<file path="src/rtl/uwire_monitor.sv">
module uwire_monitor #(
  parameter int MAX_BITS = 16,
  localparam int CW = $clog2(MAX_BITS + 1),
  localparam int IW = $clog2(MAX_BITS)
) (
  input  logic                clk,
  input  logic                rst_n,
  input  logic                cs_i,
  input  logic                sk_i,
  input  logic                si_i,
  input  logic                so_i,
  output logic                bit_valid,
  output logic                bit_si,
  output logic                bit_so,
  output logic                bit_is_start,
  output logic                status_valid,
  output logic                status_ready,
  output logic                frame_valid,
  output logic [CW-1:0]       frame_count,
  output logic [MAX_BITS-1:0] frame_si,
  output logic [MAX_BITS-1:0] frame_so,
  output logic [1:0]          warn
);

  logic [3:0] sync1, sync2;
  logic cs_s, sk_s, si_s, so_s;
  logic cs_d, sk_d, so_d;

  always_ff @(posedge clk or negedge rst_n) begin
    if (!rst_n) begin
      sync1 <= '0;
      sync2 <= '0;
      cs_d  <= 1'b0;
      sk_d  <= 1'b0;
      so_d  <= 1'b0;
    end else begin
      sync1 <= {cs_i, sk_i, si_i, so_i};
      sync2 <= sync1;
      cs_d  <= cs_s;
      sk_d  <= sk_s;
      so_d  <= so_s;
    end
  end

  assign {cs_s, sk_s, si_s, so_s} = sync2;

  wire cs_rise = cs_s & ~cs_d;
  wire cs_fall = ~cs_s & cs_d;
  wire in_win  = cs_s & cs_d;
  wire sk_rise = in_win & sk_s & ~sk_d;
  wire sk_fall = in_win & ~sk_s & sk_d;
  wire so_rise = in_win & so_s & ~so_d;

  logic seen, data_mode, open, first, held_si, held_so, fin_q;
  logic [CW-1:0] cnt;

  wire emit = data_mode & open & (sk_rise | (cs_fall & ~sk_s));
  wire room = cnt < CW'(MAX_BITS);

  assign frame_count = cnt;

  always_ff @(posedge clk or negedge rst_n) begin
    if (!rst_n) begin
      seen <= 1'b0; data_mode <= 1'b0; open <= 1'b0; first <= 1'b0;
      held_si <= 1'b0; held_so <= 1'b0; fin_q <= 1'b0;
      cnt <= '0; frame_si <= '0; frame_so <= '0; warn <= '0;
      bit_valid <= 1'b0; bit_si <= 1'b0; bit_so <= 1'b0; bit_is_start <= 1'b0;
      status_valid <= 1'b0; status_ready <= 1'b0; frame_valid <= 1'b0;
    end else begin
      bit_valid    <= 1'b0;
      status_valid <= 1'b0;
      fin_q        <= 1'b0;
      frame_valid  <= fin_q;

      if (cs_rise) begin
        seen <= 1'b0; data_mode <= 1'b0; open <= 1'b0; first <= 1'b1;
        held_so <= 1'b0; cnt <= '0; frame_si <= '0; frame_so <= '0;
        warn <= {1'b0, sk_s};
      end

      if (sk_rise) begin
        if (!seen) begin
          seen      <= 1'b1;
          data_mode <= si_s;
          open      <= si_s;
          held_si   <= si_s;
        end else if (data_mode) begin
          open    <= 1'b1;
          held_si <= si_s;
        end
      end

      if (sk_fall) held_so <= so_s;

      if (emit) begin
        bit_valid    <= 1'b1;
        bit_si       <= held_si;
        bit_so       <= held_so;
        bit_is_start <= first;
        first        <= 1'b0;
        if (room) begin
          frame_si[cnt[IW-1:0]] <= held_si;
          frame_so[cnt[IW-1:0]] <= held_so;
          cnt <= cnt + 1'b1;
        end else begin
          warn[1] <= 1'b1;
        end
      end

      if (cs_fall) begin
        open <= 1'b0;
        if (data_mode) fin_q <= 1'b1;
        else begin
          status_valid <= 1'b1;
          status_ready <= so_s;
        end
      end else if (so_rise && !data_mode) begin
        status_valid <= 1'b1;
        status_ready <= 1'b1;
      end
    end
  end

  a_r5_start_high: assert property (@(posedge clk) disable iff (!rst_n)
    (bit_valid && bit_is_start) |-> bit_si);

  a_r7_event_ready: assert property (@(posedge clk) disable iff (!rst_n)
    (status_valid && cs_d) |-> status_ready);

  a_r8_frame_single: assert property (@(posedge clk) disable iff (!rst_n)
    frame_valid |=> !frame_valid);

  a_r9_count_bound: assert property (@(posedge clk) disable iff (!rst_n)
    frame_count <= CW'(MAX_BITS));

  a_r10_warn_cleared: assert property (@(posedge clk) disable iff (!rst_n)
    cs_rise |=> !warn[1]);

  a_r5_kind_exclusive: assert property (@(posedge clk) disable iff (!rst_n)
    !(bit_valid && status_valid));

endmodule

</file>
<file path="config.mk">
export PLATFORM = sky130hd
export DESIGN_NAME = uwire_monitor
export DESIGN_NICKNAME = d
export VERILOG_FILES = /design/src/rtl/uwire_monitor.sv
export SDC_FILE = /design/constraint.sdc
export NUM_CORES = 1
export LEC_CHECK = 0
export ABC_AREA = 1
export BUFFER_PORTS_ARGS = -buffer_cell sky130_fd_sc_hd__buf_4
export CELL_PAD_IN_SITES_DETAIL_PLACEMENT = 1
export CELL_PAD_IN_SITES_GLOBAL_PLACEMENT = 1
export CORE_MARGIN = 2
export CORE_UTILIZATION = 45
export CTS_BUF_LIST = sky130_fd_sc_hd__clkbuf_2 sky130_fd_sc_hd__clkbuf_4 sky130_fd_sc_hd__clkbuf_8
export CTS_CLUSTER_DIAMETER = 120
export DETAILED_ROUTE_END_ITERATION = 6
export HOLD_SLACK_MARGIN = 0.08
export PLACE_DENSITY_LB_ADDON = 0.1
export SYNTH_ARGS = -nofsm -noshare
export SYNTH_HDL_FRONTEND = slang
export SYNTH_SLANG_ARGS = --single-unit
</file>
<file path="constraint.sdc">
create_clock -name clk -period 2.5 [get_ports clk]
set_clock_uncertainty 0.05 [all_clocks]
set_input_delay 0.25 -clock clk [delete_from_list [all_inputs] [get_ports clk]]
set_output_delay 0.25 -clock clk [all_outputs]
set_load 0.005 [all_outputs]
</file>
==> impl_metrics.tcl <==
set metrics [dict create \
    finalSetupViolations 0 \
    fmax_mhz 541 \
    yosysMostFrequentCell "nand2_1" \
    hold_viol 0 \
    htree_levels 3 \
    grt_pass1_vias 2716 \
    cap_violations 0 \
    wl_per_cell_um 14.6 \
    crit_fanout 50 \
    multi_input_area_um2 1100 \
    drive_above_1_share_pct 17.2 \
    swShare_pct 26.7 \
    core_um2 6420 \
    p_comb_share_pct 5.6 \
    start_util_pct 46.9 \
    root_buffer "clkbuf_8" \
    globalRouteOverflowTotal 0 \
    seq_area_um2 1600 \
    synthTopCellsByCount "102 x nand2_1, 64 x dfrtp_1, 56 x nor2_1, 48 x inv_1, 33 x nand4_1" \
    nNetsFinal 436 \
    r2r_cells 8 \
    utilization_pct 56.6 \
    final_area_um2 3640 \
    finalCritPeriodShare_pct 73.9 \
    gp_congestion 0.751 \
    clockPowerShare_pct 42.7 \
    netlist_area_um2 3010 \
    cts_tree "yes" \
    grt_max_degree 65 \
    synth.top_cell.area_share_pct 53.2 \
    insertedDiodeCount 0 \
    fillers 796 \
    avgViaCountPerCell 5.18 \
    die_y_um 85.8 \
    clock_path_buffers 2 \
    detail-route-antenna-nets 0 \
    clkSinkCount 64 \
    p_int_mw 1.58 \
    grt_setup_unrepaired "no" \
    relSlewSlack_pct 45.0 \
    ys.flop_type "dfrtp_1" \
    drcViolationCount 0 \
    whs_path_depth 0 \
    power.total_mw 2.15 \
    endpoint_kind "flop" \
    wl_mm 7.40 \
    grt_usage_pct 21.7 \
    io_buffers 51 \
    tightestPinTransition_ns 0.825 \
    slew_viol_final 0 \
    arrival_ns 2.08 \
    yosysSeqAreaShare_pct 53.2 \
    synth_seq_cells 64 \
    numCtsBuffers 9 \
    grt_pass1_wl_mm 12.5 \
    syn_nets 386 \
    synth_edf_count 0 \
    synthToLayoutAreaGrowth_pct 20.8 \
    cp.required_ns 2.73 \
    ys_warn_count 0 \
    syn_inst 376 \
    drt_pass1_iterations 6 \
    io_pins 52 \
    dp_hpwl_mm 4.76 \
    setup_tns_ns 0 \
    avgSynthCellArea_um2 8.01 \
    p_seq_share_pct 51.6 \
    yosys-top-cells-area "dfrtp_1 53%, nand2_1 13%, nor2_1 7.0%" \
    die_area_um2 7360 \
    irDropWorstVdd_uv 308 \
    post_cts_resized 0 \
    drt_iter0_drc 123 \
    worstSetupStartpointType "flop" \
    synth_top_cell_by_area "dfrtp_1" \
    fin_crit_ns 1.85 \
    criticalPathCategory "flop to flop" \
    power.leakage_nw 1.89 \
    num_vias 2631 \
    whs_ns 0.304 \
    powerDensity_nw_per_um2 591 \
    die-width_um 85.8 \
    async_flop_share_pct 100 \
    power_switching_uw 573 \
    worstSkewPairLatency_ns 0.34 \
    antenna_found_initial 0 \
    placed_cell_area_um2 3380 \
    cts.reportedPaths.clkPinSlew_ns 0.08 \
    ys_types 20 \
    status "finished, final reports clean" \
    num_rows 29 \
    hp-class "flop to flop" \
]
[stage by stage]
stage | cells | setup WS, ns
after global placement | 487 | 0.770
after global routing | 508 | 0.424
after floorplan | 376 | 1.21
after CTS | 508 | 0.622
final | 508 | 0.652
after detailed placement | 487 | 0.701
[final timing paths]
path	startpoint	to	slack, ns
max in group asynchronous	rst_n	frame_so[14]	1.35
worst min register to register	sync1[0]	sync2[0]	0.30
worst min-delay path	sync1[0]	sync2[0]	0.30
worst max register to register	sync2[3]	bit_si	0.65
min in group asynchronous	rst_n	frame_so[1]	0.49
worst max-delay path	sync2[3]	bit_si	0.65
[cell type report]
type,count,area share [%]
Inverter,52,5.37
Clock buffer,9,3.41
Sequential cell,64,44.0
Tap cell,77,2.65
Clock inverter,7,2.13
Multi-Input combinational cell,242,30.3
Timing Repair Buffer,57,12.1
[layout by cell type (no fill, tap or decap), drive strengths merged]
master       count
nand2          105
dfrtp           64
nor2            56
inv             54
buf             52
nand4           33
nand3           29
o21ai           11
clkbuf           9
dlygate4sd3      5
ha               4
clkinv           3
o21a             1
o21bai           1
a21oi            1
o31ai            1
clkinvlp         1
bufinv           1
[critical path: stages (launching register included)]
cell and delay [ns]:
dfrtp_1 0.46, nand2_1 0.11, inv_2 0.08, nand2_2 0.09
nand2_4 0.38, nand2_2 0.26, inv_2 0.18, nand2_1 0.07
nand2_1 0.08
[layer usage]
metal	wire length (µm)	track usage, %	up-vias
met3	269	5.49	9
li1	-	-	1282
met1	3200	26.5	1290
met2	3830	38.1	50
met5	0	0	-
met4	95	6.06	0
[power by group through the flow]
| stage | clock network (mW) | logic, mW | registers [mW] |
|---|---|---|---|
| 2_1_floorplan | 0 | 0.0895 | 1.10 |
| 3_3_place_gp | 0 | 0.113 | 1.13 |
| 3_5_place_dp | 0 | 0.117 | 1.13 |
| 4_1_cts | 0.940 | 0.124 | 1.11 |
| 5_1_grt | 0.983 | 0.137 | 1.12 |
| 6_report | 0.918 | 0.121 | 1.11 |
[repair_timing]
item                                   4_1_cts  5_1_grt
hold buffers                                 5        0
buffers inserted                             0        0
endpoints found under the hold margin       68        0
[state kept, by name (all words and copies together) (netlist names), 2 cells and up]
name,flops
frame_so,16
frame_si,16
frame_count,5
sync2,4
warn,2
sync1,4
[cells by family (layout without fill, tap and decap cells)]
logic type	after synthesis	count (layout)	share of synthesized area, %
AND/OR/NAND/NOR	223	223	32.2
flip-flops	64	64	53.2
buffers and inverters	70	125	10.2
AO/OA/AOI/OAI	15	15	2.74
adder cells (fa/ha/maj)	4	4	1.66
Power figures use the tool's default switching activity.
